**config.mk**
```make
export PLATFORM = sky130hd
export DESIGN_NAME = byte_evt_counter
export DESIGN_NICKNAME = d
export VERILOG_FILES = /design/src/rtl/evtcnt_pkg.sv /design/src/rtl/evtcnt_sync_fall.sv /design/src/rtl/evtcnt_core.sv /design/src/rtl/evtcnt_seq.sv /design/src/rtl/byte_evt_counter.sv
export SDC_FILE = /design/constraint.sdc
export NUM_CORES = 1
export LEC_CHECK = 0
export BUFFER_PORTS_ARGS = -buffer_cell sky130_fd_sc_hd__buf_2
export CAP_MARGIN = 25
export CELL_PAD_IN_SITES_DETAIL_PLACEMENT = 1
export CELL_PAD_IN_SITES_GLOBAL_PLACEMENT = 2
export CORE_ASPECT_RATIO = 0.75
export CORE_UTILIZATION = 32
export CTS_CLUSTER_DIAMETER = 40
export DETAILED_ROUTE_END_ITERATION = 12
export GPL_ROUTABILITY_DRIVEN = 1
export PLACE_DENSITY_LB_ADDON = 0.05
export SKIP_LAST_GASP = 1
export SYNTH_ARGS = -nofsm -noshare
export SYNTH_HDL_FRONTEND = slang
export SYNTH_HIERARCHICAL = 1
export SYNTH_SLANG_ARGS = --single-unit
```
**constraint.sdc**
```tcl
create_clock -name clk -period 2.4 [get_ports clk]
set_input_delay 0.24 -clock clk [delete_from_list [all_inputs] [get_ports clk]]
set_output_delay 0.24 -clock clk [all_outputs]
set_load 0.02 [all_outputs]
```
**src/rtl/evtcnt_pkg.sv**
```systemverilog
package evtcnt_pkg;
  localparam int BYTE_W = 8;

  typedef enum logic {
    SEQ_IDLE  = 1'b0,
    SEQ_SHIFT = 1'b1
  } seq_state_e;

  function automatic int unsigned byte_lsb(input int unsigned idx);
    return idx * BYTE_W;
  endfunction
endpackage

```
**src/rtl/evtcnt_sync_fall.sv**
```systemverilog
module evtcnt_sync_fall #(
  parameter int STAGES = 2
) (
  input  logic clk,
  input  logic rst_n,
  input  logic din,
  output logic fall_o
);
  logic [STAGES:0] pipe_q;

  always_ff @(posedge clk or negedge rst_n) begin
    if (!rst_n) pipe_q <= '0;
    else        pipe_q <= {pipe_q[STAGES-1:0], din};
  end

  // older sample high, newer sample low
  assign fall_o = pipe_q[STAGES] & ~pipe_q[STAGES-1];
endmodule

```
**src/rtl/evtcnt_core.sv**
```systemverilog
module evtcnt_core #(
  parameter int CNT_W = 32
) (
  input  logic             clk,
  input  logic             rst_n,
  input  logic             inc_lo_i,
  input  logic             inc_hi_i,
  input  logic             latch_i,
  output logic [CNT_W-1:0] cnt_o,
  output logic [CNT_W-1:0] hold_o
);
  localparam int HALF = CNT_W / 2;

  function automatic logic [CNT_W-1:0] step_of(input logic lo, input logic hi);
    logic [CNT_W-1:0] s;
    s       = '0;
    s[0]    = lo;
    s[HALF] = hi;
    return s;
  endfunction

  logic [CNT_W-1:0] cnt_q, hold_q;

  always_ff @(posedge clk or negedge rst_n) begin
    if (!rst_n) begin
      cnt_q  <= '0;
      hold_q <= '0;
    end else begin
      cnt_q <= cnt_q + step_of(inc_lo_i, inc_hi_i);
      if (latch_i) hold_q <= cnt_q;
    end
  end

  assign cnt_o  = cnt_q;
  assign hold_o = hold_q;
endmodule

```
**src/rtl/evtcnt_seq.sv**
```systemverilog
module evtcnt_seq
  import evtcnt_pkg::*;
#(
  parameter int NBYTES = 4
) (
  input  logic                     clk,
  input  logic                     rst_n,
  input  logic                     go_i,
  input  logic                     scan_i,
  input  logic [NBYTES*BYTE_W-1:0] hold_i,
  output logic [BYTE_W-1:0]        dout_o,
  output logic                     doe_o,
  output logic                     cout_o,
  output logic                     last_o
);
  localparam int IDX_W = (NBYTES > 1) ? $clog2(NBYTES) : 1;
  localparam logic [IDX_W-1:0] LAST = IDX_W'(NBYTES - 1);

  logic [BYTE_W-1:0] byte_arr [NBYTES];

  for (genvar g = 0; g < NBYTES; g++) begin : g_bytes
    assign byte_arr[g] = hold_i[byte_lsb(g) +: BYTE_W];
  end

  seq_state_e       st_q;
  logic [IDX_W-1:0] idx_q;
  logic             cout_q;

  assign last_o = (idx_q == LAST);

  always_ff @(posedge clk or negedge rst_n) begin
    if (!rst_n) begin
      st_q   <= SEQ_IDLE;
      idx_q  <= '0;
      cout_q <= 1'b0;
    end else begin
      cout_q <= 1'b0;
      if (go_i) begin
        st_q  <= SEQ_SHIFT;
        idx_q <= '0;
      end else if (st_q == SEQ_SHIFT && scan_i) begin
        if (last_o) begin
          st_q   <= SEQ_IDLE;
          idx_q  <= '0;
          cout_q <= 1'b1;
        end else begin
          idx_q <= idx_q + IDX_W'(1);
        end
      end
    end
  end

  assign doe_o  = (st_q == SEQ_SHIFT);
  assign dout_o = doe_o ? byte_arr[idx_q] : '0;
  assign cout_o = cout_q;
endmodule

```
**src/rtl/byte_evt_counter.sv**
```systemverilog
module byte_evt_counter
  import evtcnt_pkg::*;
#(
  parameter int CNT_W       = 32,
  parameter int SYNC_STAGES = 2
) (
  input  logic              clk,
  input  logic              rst_n,
  input  logic              cnt_a_i,
  input  logic              cnt_b_i,
  input  logic              tst_cnt_i,
  input  logic              latch_i,
  input  logic              start_i,
  input  logic              scan_i,
  input  logic              casc_in_i,
  output logic [BYTE_W-1:0] dout_o,
  output logic              doe_o,
  output logic              casc_out_o
);
  localparam int NBYTES = CNT_W / BYTE_W;

  logic             cnt_eff;
  logic             inc_lo, inc_hi;
  logic             seq_go;
  logic             last_byte;
  logic [CNT_W-1:0] cnt_w, hold_w;

  assign cnt_eff = cnt_a_i & cnt_b_i;
  assign seq_go  = start_i | casc_in_i;

  evtcnt_sync_fall #(.STAGES(SYNC_STAGES)) u_cnt_edge (
    .clk(clk), .rst_n(rst_n), .din(cnt_eff), .fall_o(inc_lo)
  );

  evtcnt_sync_fall #(.STAGES(SYNC_STAGES)) u_tst_edge (
    .clk(clk), .rst_n(rst_n), .din(tst_cnt_i), .fall_o(inc_hi)
  );

  evtcnt_core #(.CNT_W(CNT_W)) u_core (
    .clk(clk), .rst_n(rst_n), .inc_lo_i(inc_lo), .inc_hi_i(inc_hi),
    .latch_i(latch_i), .cnt_o(cnt_w), .hold_o(hold_w)
  );

  evtcnt_seq #(.NBYTES(NBYTES)) u_seq (
    .clk(clk), .rst_n(rst_n), .go_i(seq_go), .scan_i(scan_i),
    .hold_i(hold_w), .dout_o(dout_o), .doe_o(doe_o),
    .cout_o(casc_out_o), .last_o(last_byte)
  );
endmodule

```
==> reports/metrics.cfg <==
[worst_setup_path]
cp_data_arrival_time_ns=1.78
cp-start-kind=flop
crit_required_ns=2.16
cp_cell_sequence=buf_4 > mux2i_1 > o22ai_1 > buf_2
path_class=flop to output pin
path_buf_inv=2
r2r_setup_slack_ns=0.39
critical_path.max_fanout=13
cpPeakStageDelay_ns=0.48
crit_family=buffers and inverters
cpMaxStageDelayCell=dfrtp_1
endpoint_kind=output pin

[cts]
clk_pin_slew_ns=0.05
worstSkewPairLatency_ns=0.33
cts_resized=0
htree_levels=3
cts_setup_buffers=0
numCtsBuffers=9
cts_tree=yes
cts_num_sinks=74
root_buffer=clkbuf_16
cts_buffer_depth=2
cts_hold_buf=1

[synthesis]
synthArstFlopShare_pct=100.0
ys_types=35
yosysWarnings=6
syn-cell-area_um2=3218
syn_area_per_cell_um2=13.35
synth-seq-cells=74
syn_nets=254
synth_top_area_cell=dfrtp_1
netlist_instances=241
ys.flop_type=dfrtp_1
synth_top_area_share_pct=57.54
synth_edf_count=0
synth-seq-area-share_pct=57.54
synth_area_leaders=dfrtp_1 58%, mux2_2 11%, xnor2_1 5.2%

[global_route]
track_usage_pct=15.24
antenna_found_initial=0
grt_pass1_wl_um=11540
overflow=0
grt_pass1_vias=1965
grt_max_degree=75

[drt]
wl_per_cell_um=17.51
drtIter0Drc=79
dr.pass1.iters=4
route.detailed.drc=0
drt-total-wl_um=7076
vias=1926
vias_per_cell=4.767
ant_nets=0

[cells_and_area]
nets=279
fin_cells=404
multiInputGateArea_um2=1304
syn2layout_area_growth_pct=18.62
final_common_cell=dfrtp_1
drive_gt1_share_pct=28.78
fillers=1027
layout_common_cells=74 x dfrtp_1, 32 x mux2_2, 19 x xnor2_1
seqCellArea_um2=1852

[timing]
fin_crit_ns=2.020
slew_viol_final=0
worstMarginPinSlew_ns=0.7697
finalCritPeriodShare_pct=84.16
layout_setup_ws_ns=0.3802
fin_setup_tns_ns=0
clock.fmax_mhz=495.1
maxSlewHeadroom_pct=48.69
clock_skew_ns=0.004314
rsz0062_at_grt=no
hold_viol_final=0
setup_viol=0

[pwr]
switching_share_pct=24.73
p_int_mw=2.709
power_density_nw_per_um2=942.8
p_switching_mw=0.8901
pwr-share-comb_pct=11.9
p_leak_nw=1.760
clockPowerShare_pct=43.7
power_frac_seq_pct=44.4
max-vdd-ir-drop_uv=289.0

[die]
fp.coreArea_um2=9697
fp-row-count=31
die_width_um=117.8
num_io_pins=19
die-area_um2=10470
die_y_um=88.85
start_util_pct=33.19

[place]
dp_cells=386
dpl.hpwl_um=4954
dpl_worst_slack_ns=0.4179
port-buffer-count=18
gp_congestion=0.6576

[run_status]
outcome=finished, final reports clean

[worst_hold_path]
hold_class=input pin to flop

[job]
drv_cap=0

==> cell usage after synthesis, types with 3 or more instances <==
master   count
a21oi_1      3
and3_1       3
buf_1        3
dfrtp_1     74
ha_1         4
inv_1        3
mux2_2      32
mux2i_1     16
nand2_1     11
nand3_1     12
nand4_1      5
nor2_1      10
o22ai_1      8
xnor2_1     19
xor2_1      11
==> power groups by stage <==
| stage | logic [mW] | registers (mW) | clock network, mW |
|---|---|---|---|
| after CTS | 0.445 | 1.60 | 1.62 |
| after floorplan | 0.310 | 1.56 | 0 |
| after global placement | 0.435 | 1.62 | 0 |
| final | 0.430 | 1.60 | 1.57 |
| after global routing | 0.476 | 1.63 | 1.68 |
| after detailed placement | 0.442 | 1.62 | 0 |
==> sequential cells by signal, summed over array words and instances, names as in the netlist <==
name,flops
u_core/cnt_o,32
u_core/hold_o,32
u_cnt_edge/pipe_q,3
u_tst_edge/pipe_q,3
u_seq/idx_q,2
u_seq/cout_o,1
u_seq/doe_o,1
==> logic make-up after synthesis <==
family	Yosys count	synth area share, %
AO/OA/AOI/OAI	17	3.693
buffers and inverters	10	1.944
AND/OR/NAND/NOR	58	10.93
multiplexers	48	16.17
adder cells (fa/ha/maj)	4	1.555
flip-flops	74	57.54
XOR/XNOR	30	8.165
==> path summary, 6_finish.rpt <==
kind | to | start | cells past startpoint
worst max-delay path | dout_o[6] | u_seq/idx_q[1]$_DFFE_PN0P_ | 4
max in group asynchronous | u_core/cnt_o[13]$_DFF_PN0_ | rst_n | 3
worst min-delay path | u_tst_edge/pipe_q[0]$_DFF_PN0_ | tst_cnt_i | 1
min in group asynchronous | u_seq/idx_q[1]$_DFFE_PN0P_ | rst_n | 3
worst max register to register | u_core/cnt_o[31]$_DFF_PN0_ | u_tst_edge/pipe_q[2]$_DFF_PN0_ | 7
worst min register to register | u_cnt_edge/pipe_q[1]$_DFF_PN0_ | u_cnt_edge/pipe_q[0]$_DFF_PN0_ | 0
==> stage by stage <==
step | instance area, um2 | power [mW] | utilization, % | hold slack (ns)
floorplan | 3218 | 1.867 | - | -0.05559
global placement | 3452 | 2.054 | 35.60 | 0.3001
detailed placement | 3452 | 2.066 | 35.60 | 0.3078
CTS | 3815 | 3.666 | 39.34 | 0.01526
global route | 3815 | 3.789 | 39.34 | 0.008306
finish | 3817 | 3.599 | 39.37 | 0.02466
==> layer usage <==
layer	vias to the layer above	GRT usage, %	share of wire (%)
met5	-	0	0
met4	0	4.196	0.79
met3	4	5.670	3.3
met2	27	21.87	42
met1	994	21.40	54
li1	901	-	-
==> layout make-up <==
type / instances / area share (%)
antenna: 1 / 0.06555
multi-input combinational: 157 / 34.15
tap: 132 / 4.326
inverter: 3 / 0.2950
timing repair buffer: 21 / 3.409
sequential: 74 / 48.51
clock inverter: 5 / 2.622
clock buffer: 11 / 6.621
Power figures use the tool's default switching activity.
